File: config.mk
export PLATFORM = sky130hd
export DESIGN_NAME = ledbus_initiator
export DESIGN_NICKNAME = d
export VERILOG_FILES = /design/src/rtl/ledbus_initiator.sv
export SDC_FILE = /design/constraint.sdc
export NUM_CORES = 1
export LEC_CHECK = 0
export BUFFER_PORTS_ARGS = -buffer_cell sky130_fd_sc_hd__buf_2
export CORE_MARGIN = 2
export CORE_UTILIZATION = 58
export CTS_CLUSTER_DIAMETER = 50
export DETAILED_ROUTE_END_ITERATION = 10
export GPL_ROUTABILITY_DRIVEN = 1
export PLACE_DENSITY = 0.82
export SYNTH_ARGS = -nofsm -noshare
export SYNTH_HDL_FRONTEND = slang
export SYNTH_SLANG_ARGS = --single-unit
export TNS_END_PERCENT = 10
File: constraint.sdc
create_clock -name clk -period 2.9 [get_ports clk]
set_input_delay 0 -clock clk [delete_from_list [all_inputs] [get_ports clk]]
set_output_delay 0 -clock clk [all_outputs]
set_load 0.02 [all_outputs]
File: src/rtl/ledbus_initiator.sv
module ledbus_initiator #(
  parameter int MAX_DRIVES = 36,
  parameter int DIV_W = 16,
  localparam int DRV_W = $clog2(MAX_DRIVES + 1),
  localparam int CYC_W = $clog2(3 * MAX_DRIVES + 7)
) (
  input  logic                  clk,
  input  logic                  rst_n,
  input  logic [MAX_DRIVES-1:0] act_req,
  input  logic [MAX_DRIVES-1:0] loc_req,
  input  logic [MAX_DRIVES-1:0] fail_req,
  input  logic [3:0]            vendor,
  input  logic [DRV_W-1:0]      drive_count,
  input  logic [DIV_W-1:0]      half_div,
  input  logic                  cont_mode,
  input  logic                  sdin,
  output logic                  sclk,
  output logic                  sload,
  output logic                  sdout,
  output logic [MAX_DRIVES-1:0] drive_present,
  output logic                  bp_present
);
  typedef enum logic [1:0] {IDLE, PRE, DATA} st_t;

  st_t                  st;
  logic [DIV_W-1:0]     tick;
  logic [CYC_W-1:0]     cyc, last_s, n3, last_in;
  logic [DRV_W-1:0]     drv, n_s, n_in;
  logic [1:0]           pos;
  logic [MAX_DRIVES-1:0] act_s, loc_s, fail_s;
  logic [3:0]           vendor_s;
  logic                 bp_acc, acc_nxt;
  logic                 go, edge_ev, falling, rising, in_data, last_cyc, latch;
  logic                 bit_val, load_val;
  logic                 is_idle, frame_first;

  always_comb begin
    if (drive_count == '0) n_in = DRV_W'(1);
    else if (drive_count > DRV_W'(MAX_DRIVES)) n_in = DRV_W'(MAX_DRIVES);
    else n_in = drive_count;
  end

  assign n3      = CYC_W'(n_in) + CYC_W'(n_in) + CYC_W'(n_in);
  assign last_in = (n3 > CYC_W'(6)) ? n3 - CYC_W'(1) : CYC_W'(5);

  assign go       = cont_mode || ({act_req, loc_req, fail_req} != {act_s, loc_s, fail_s});
  assign edge_ev  = (st != IDLE) && (tick >= half_div);
  assign falling  = edge_ev && sclk;
  assign rising   = edge_ev && !sclk;
  assign in_data  = (st == DATA) && (drv < n_s);
  assign last_cyc = (st == DATA) && (cyc == last_s);
  assign latch    = ((st == IDLE) && go) || (rising && last_cyc && go);
  assign acc_nxt  = bp_acc | (in_data && (pos != 2'd0) && !sdin);

  assign is_idle     = (st == IDLE);
  assign frame_first = (st == DATA) && (cyc == '0);

  always_comb begin
    case (pos)
      2'd0:    bit_val = act_s[drv];
      2'd1:    bit_val = loc_s[drv];
      default: bit_val = fail_s[drv];
    endcase
  end

  always_comb begin
    if (cyc == '0) load_val = 1'b1;
    else if (cyc <= CYC_W'(4)) load_val = vendor_s[2'(cyc - CYC_W'(1))];
    else load_val = 1'b0;
  end

  always_ff @(posedge clk) begin
    if (!rst_n) begin
      act_s <= '0; loc_s <= '0; fail_s <= '0;
      vendor_s <= '0; n_s <= DRV_W'(1); last_s <= CYC_W'(5);
      bp_acc <= 1'b0;
    end else if (latch) begin
      act_s <= act_req; loc_s <= loc_req; fail_s <= fail_req;
      vendor_s <= vendor; n_s <= n_in; last_s <= last_in;
      bp_acc <= 1'b0;
    end else if (rising && in_data) begin
      bp_acc <= acc_nxt;
    end
  end

  always_ff @(posedge clk) begin
    if (!rst_n) begin
      st <= IDLE; tick <= '0; cyc <= '0; drv <= '0; pos <= '0;
      sclk <= 1'b1; sload <= 1'b0; sdout <= 1'b0;
      drive_present <= '0; bp_present <= 1'b0;
    end else if (st == IDLE) begin
      tick <= '0;
      if (go) begin
        st  <= PRE;
        cyc <= '0;
      end
    end else if (edge_ev) begin
      tick <= '0;
      if (falling) begin
        sclk  <= 1'b0;
        sload <= (st == DATA) ? load_val : 1'b0;
        sdout <= in_data ? bit_val : 1'b0;
      end else begin
        sclk <= 1'b1;
        if (in_data && pos == 2'd0) drive_present[drv] <= sdin;
        if (st == PRE) begin
          if (cyc == CYC_W'(4)) begin
            st <= DATA; cyc <= '0; drv <= '0; pos <= '0;
          end else begin
            cyc <= cyc + CYC_W'(1);
          end
        end else if (last_cyc) begin
          bp_present <= acc_nxt;
          cyc <= '0;
          st  <= go ? PRE : IDLE;
        end else begin
          cyc <= cyc + CYC_W'(1);
          if (pos == 2'd2) begin
            pos <= 2'd0;
            drv <= drv + DRV_W'(1);
          end else begin
            pos <= pos + 2'd1;
          end
        end
      end
    end else begin
      tick <= tick + DIV_W'(1);
    end
  end
endmodule

==> results of run 1 <==
power by group:
part	switching [W]	internal, W	total (W)
Combinational	0.000578	0.000478	0.00106
Clock	0.00122	0.00131	0.00254
Sequential	0.000128	0.00286	0.00299
sequential cells by signal (all words and copies together), names as in the netlist, 2 cells and up:
name / flops
act_s: 36
drive_present: 36
fail_s: 36
loc_s: 36
tick: 16
cyc: 7
last_s: 7
drv: 6
n_s: 6
vendor_s: 4
pos: 2
st: 2
Yosys cell counts (4+ instances only):
cell type | number | share of area (%)
a2111oi_0 | 6 | 0.46
a211o_1 | 5 | 0.38
a211oi_1 | 7 | 0.46
a21o_1 | 9 | 0.59
a21oi_1 | 154 | 6.7
a221oi_1 | 9 | 0.69
a22o_1 | 7 | 0.53
a22oi_1 | 6 | 0.39
a31oi_1 | 5 | 0.27
and2_1 | 4 | 0.22
and3_1 | 8 | 0.44
buf_1 | 5 | 0.16
buf_2 | 25 | 1.1
buf_4 | 10 | 0.65
buf_6 | 5 | 0.49
clkbuf_1 | 54 | 1.8
dfxtp_1 | 199 | 35
ha_1 | 31 | 3.4
inv_1 | 52 | 1.7
mux2_2 | 7 | 0.69
mux2i_1 | 45 | 3.9
mux4_2 | 10 | 2.0
nand2_1 | 50 | 1.6
nand2b_1 | 12 | 0.65
nand3_1 | 152 | 6.6
nand3b_1 | 4 | 0.26
nand4_1 | 28 | 1.5
nor2_1 | 78 | 2.5
nor2b_1 | 29 | 1.6
nor3_1 | 20 | 0.87
nor4_1 | 24 | 1.3
o211ai_1 | 4 | 0.26
o21ai_0 | 140 | 6.1
o22ai_1 | 7 | 0.38
or3_1 | 5 | 0.27
or4_1 | 5 | 0.33
xnor2_1 | 30 | 2.3
xor2_1 | 84 | 6.4
through the flow:
stage	instances	instance area, um^2	power [W]
2_1_floorplan	1400	11500	0.00354
3_3_place_gp	1788	12700	0.00388
3_5_place_dp	1788	12700	0.00390
4_1_cts	1937	14500	0.00648
5_1_grt	1942	14600	0.00675
6_report	1942	14600	0.00658
critical path, cell delays in order, from the launching register on:
cell	delay, ns
dfxtp_1	0.46
xor2_1	0.13
nor4_2	0.36
nand4_1	0.25
nor4_2	0.52
and3_2	0.37
buf_6	0.27
o21ai_0	0.20
a21oi_1	0.24
logic make-up (layout without fill, tap and decap cells):
group	Yosys count	after routing	share of synthesized area, %
adder cells (fa/ha/maj)	33	33	3.64
other	0	1	0
multiplexers	62	62	6.57
AO/OA/AOI/OAI	395	396	20.3
buffers and inverters	155	430	6.12
XOR/XNOR	114	114	8.69
AND/OR/NAND/NOR	442	442	20.0
flip-flops	199	199	34.7
per-layer routing:
| metal | routed length [um] | share of wire, % | up-vias |
|---|---|---|---|
| met3 | 4560 | 11 | 192 |
| li1 | - | - | 5571 |
| met5 | 0 | 0 | - |
| met1 | 15400 | 38 | 5758 |
| met4 | 2100 | 5.2 | 0 |
| met2 | 18200 | 45 | 920 |
final cells by class:
| type | instances | area (um^2) |
|---|---|---|
| Antenna cell | 1 | 2.50 |
| Clock buffer | 17 | 425 |
| Clock inverter | 15 | 189 |
| Fill cell | 1401 | 4880 |
| Inverter | 52 | 198 |
| Multi-Input combinational cell | 1047 | 6870 |
| Sequential cell | 199 | 3990 |
| Tap cell | 265 | 332 |
| Timing Repair Buffer | 346 | 2580 |
what timing repair did:
action	in CTS	in global routing
hold buffers	117	0
setup endpoints to repair	0	35
setup buffers	0	3
hold endpoints to repair	118	0
resized for setup	0	7
path summary, 6_finish.rpt:
| kind | startpoint | end |
|---|---|---|
| worst min-delay path | drive_count[0] | last_s[0] |
| worst max register to register | loc_s[31] | loc_s[14] |
| worst max-delay path | loc_s[31] | loc_s[14] |
| worst min register to register | last_s[3] | last_s[3] |
==> summary.txt, run 1 <==
Outcome
  – Outcome: complete, but fails checks
  – Failing checks: setup timing

Routing
  – Vias per std cell: 6.41
  – First drt pass iteration count: 6
  – Avg WL per Cell: 20.7 um
  – Antenna-violating nets left: 0
  – Final wirelength: 40.3 mm
  – Initial DRC count: 1,872
  – Vias: 12,441
  – DRC viols: 0

Clocking
  – CTS tree: done
  – Clk sinks: 199
  – Clk Latency, worst-skew pair: 0.45 ns
  – Clk root buf: clkbuf_16
  – CTS Buf Count: 17
  – Clock Path Buffers: 2
  – CTS H-tree depth: 4
  – Clock-pin slew on the worst setup and hold paths: 0.08 ns

Synth
  – Synthesized cell area: 0.0115 mm^2
  – Post-Syn Nets: 1,570
  – Synth cell types: 79
  – Yosys warnings: 0
  – Synthesized instance count: 1,400
  – FF+latch count, synth: 199
  – Number of synthesized flops with an enable pin: 0
  – Syn Area/Cell: 8.21 um^2
  – Main flop type after synthesis: dfxtp_1
  – Sequential fraction of the synthesis area: 34.7%
  – Share of synthesized registers carrying an async set or reset: 0%

Die
  – Starting density of the core: 59.0%
  – Chip width: 145 um
  – Number of cell rows: 51
  – Core Region: 0.0195 mm^2
  – Die Ht: 145 um
  – Io pins: 178
  – Die ar.: 0.0210 mm^2

Timing
  – Final worst slack: -0.00317 ns
  – Pins over their slew limit: 0
  – Hold Vio Cnt, Final: 0
  – Slew HR: 46.9%
  – Worst clock skew: 0.0147 ns
  – Setup Total Neg Slack: -0.00317 ns
  – Final setup violating endpoints: 1
  – Final period utilization: 100%
  – Min Hold Slack: 0.0450 ns
  – Max Clock Freq: 344 MHz
  – Min Tclk post-route: 2.90 ns
  – Least-Margin Pin Slew: 0.794 ns

Finish
  – Nets: 1,833
  – Area delta synth->final: 26.9%
  – Commonest non-fill, non-tap cells in the layout: dfxtp_1 (198), buf_2 (177), a21oi_1 (154)
  – Fin util: 74.9%
  – Share of layout cells above drive strength 1: 18.7%
  – Most common cell after layout, fill and taps aside: dfxtp_1

Worst setup path
  – Worst Path Max Fanout: 36
  – Worst reg-to-reg path cell count: 8
  – Crit Path Class: flop to flop
  – Data required time of the critical path: 3.26 ns
  – Crit path arrival time: 3.26 ns
  – Critical path startpoint category: flop
  – Worst setup EP type: flop
  – R2R setup slack: -0.003 ns

Hold path
  – Worst Hold Depth: 4
  – Worst hold path class: input pin to flop

Placement
  – Gp weighted congestion: 0.995
  – Setup slack at placement: 0.125 ns
  – PortBufs: 177
  – Dpl hpwl: 26.6 mm

Global routing
  – Met2 Track Usage GR: 58.8%
  – Busiest grt layer: met2
  – GRT Overall Usage: 37.0%
  – Initial antenna violation count: 1
  – Pin count of the biggest net entering global routing: 73
  – Global-route wire length before repair: 60.1 mm
  – Met1 Track Usage GR: 47.9%
  – Congestion Overflow GR: 0
  – Number of global-route vias before repair: 11,341
  – GRT met3 Usage: 8.13%

Power and ir drop
  – Worst VDD drop: 0.000407 V
  – LEAKAGE: 6.10 nW
  – Pwr dens: 451 mW/mm^2

Flow run
  – Max cap viols: 0
(Power assumes the default switching activity.)
==> run 2: changes to the inputs <==
--- a/config.mk
+++ b/config.mk
@@ -7,11 +7,11 @@
 export LEC_CHECK = 0
 export BUFFER_PORTS_ARGS = -buffer_cell sky130_fd_sc_hd__buf_2
 export CORE_MARGIN = 2
-export CORE_UTILIZATION = 58
+export CORE_UTILIZATION = 30
 export CTS_CLUSTER_DIAMETER = 50
 export DETAILED_ROUTE_END_ITERATION = 10
 export GPL_ROUTABILITY_DRIVEN = 1
-export PLACE_DENSITY = 0.82
+export PLACE_DENSITY = 0.49
 export SYNTH_ARGS = -nofsm -noshare
 export SYNTH_HDL_FRONTEND = slang
 export SYNTH_SLANG_ARGS = --single-unit
==> run 2 against run 1 <==
Net effect:
- the flow now finishes without violations
- clock power about the same
- register-to-register slack better by 0.16 ns
- sequential cell count unchanged
- via count down 6.3%
- critical path type unchanged
- critical endpoint is now act_s[20]
==> summary.txt, run 2 (synthesis results as in run 1) <==
Timing
  – Final setup violating endpoints: 0
  – Slew HR: 43.9%
  – Max Clock Freq: 364 MHz
  – Least-Margin Pin Slew: 0.838 ns
  – Final period utilization: 94.7%
  – Min Hold Slack: 0.0247 ns
  – Setup Total Neg Slack: 0 ns
  – Final worst slack: 0.153 ns
  – Worst clock skew: 0.0198 ns
  – Hold Vio Cnt, Final: 0
  – Pins over their slew limit: 0
  – Min Tclk post-route: 2.75 ns
  – RSZ-0062 raised after global routing: true

Power and ir drop
  – LEAKAGE: 6.12 nW
  – Sw Pwr: 0.00186 W
  – Clk pwr share: 38.7%
  – Sw frac: 28.4%
  – Flop pwr share: 45.4%
  – Worst VDD drop: 0.000421 V
  – Pint: 0.00471 W
  – Combinational share of power: 15.9%
  – Pwr dens: 441 mW/mm^2

Die
  – Die ar.: 0.0399 mm^2
  – Chip width: 200 um
  – Die Ht: 200 um
  – Starting density of the core: 30.5%
  – Number of cell rows: 71
  – Io pins: 178
  – Core Region: 0.0377 mm^2

Routing
  – Vias: 11,661
  – DRC viols: 0
  – Initial DRC count: 918
  – First drt pass iteration count: 5
  – Vias per std cell: 5.33
  – Antenna-violating nets left: 0
  – Avg WL per Cell: 20.2 um
  – Final wirelength: 44.2 mm

Placement
  – Setup slack at placement: 0.101 ns
  – PortBufs: 177
  – Dpl hpwl: 32.0 mm
  – Gp weighted congestion: 0.885

Clocking
  – Clock Path Buffers: 2
  – Clk root buf: clkbuf_16
  – Clk sinks: 199
  – Clk Latency, worst-skew pair: 0.46 ns
  – CTS Buf Count: 17
  – CTS tree: done
  – CTS H-tree depth: 4
  – Clock-pin slew on the worst setup and hold paths: 0.08 ns

Global routing
  – Pin count of the biggest net entering global routing: 63
  – Global-route wire length before repair: 66.5 mm
  – GRT Overall Usage: 22.1%
  – Initial antenna violation count: 1
  – Congestion Overflow GR: 0
  – Number of global-route vias before repair: 11,039

Finish
  – Most common cell after layout, fill and taps aside: dfxtp_1
  – Commonest non-fill, non-tap cells in the layout: dfxtp_1 (197), buf_2 (177), a21oi_1 (154)
  – Area delta synth->final: 29.8%
  – Share of layout cells above drive strength 1: 18.7%
  – FILL cells: 3,901
  – N_diodes: 0
  – Fin util: 39.6%
  – Nets: 1,834

Worst setup path
  – Data required time of the critical path: 3.28 ns
  – CP startpoint: loc_s[28]
  – Crit path arrival time: 3.12 ns
  – Worst Path Max Fanout: 18
  – Critical path startpoint category: flop
  – Worst setup EP type: flop
  – Crit Path Class: flop to flop
  – Reg-to-reg startpoint: loc_s[28]

Outcome
  – Outcome: finished, final reports clean

Hold path
  – Min-delay src: drive_count[3]
  – Worst hold path class: input pin to flop

Flow run
  – Max cap viols: 0
-- run 2: repair_timing --
item,CTS,global route
endpoints found under the hold margin,115,0
setup endpoints to repair,0,99
hold buffers,115,0
setup buffers,0,0
resized for setup,0,8
-- run 2: worst paths after layout --
kind / cells after the start / slack, ns / end
worst max-delay path: 9 / 0.15 / act_s[20]
worst min-delay path: 4 / 0.02 / n_s[3]
worst max register to register: 9 / 0.15 / act_s[20]
worst min register to register: 2 / 0.47 / last_s[3]
-- run 2: area by class of cell --
type / instances / area (um^2) / share of cell area, %
Sequential cell: 199 / 3990 / 26.7
Clock buffer: 19 / 443 / 2.97
Tap cell: 511 / 639 / 4.29
Clock inverter: 11 / 146 / 0.982
Timing Repair Buffer: 348 / 2620 / 17.6
Multi-Input combinational cell: 1046 / 6880 / 46.1
Inverter: 52 / 198 / 1.33
-- run 2: through the flow --
step           std cells  instance area [um^2]  power, W
2_1_floorplan       1400                 11500   0.00354
3_3_place_gp        2041                 13100   0.00395
3_5_place_dp        2041                 13100   0.00396
4_1_cts             2186                 14900   0.00662
5_1_grt             2186                 14900   0.00682
6_report            2186                 14900   0.00657
-- run 2: layer usage --
layer  global-route usage (%)  wire length [um]
met3                     3.83              2930
met4                     6.42               877
met1                     31.4             20800
met2                     34.2             19600
met5                        0                13
-- run 2: critical path: stages (launching register included) --
cell and delay (ns):
dfxtp_1 0.34, xor2_1 0.22, nor4_1 0.50, nand4_1 0.17, nor4_1 0.40, buf_4 0.20
and3_4 0.29, buf_4 0.26, o21ai_0 0.12, a21oi_1 0.17
-- run 2: power groups by stage --
stage,Combinational [W],Clock [W],Sequential (W)
final,0.00105,0.00254,0.00298
after global routing,0.00114,0.00268,0.00300
after CTS,0.00103,0.00260,0.00298
after detailed placement,0.000911,0,0.00305
after global placement,0.000908,0,0.00304
after floorplan,0.000543,0,0.00300
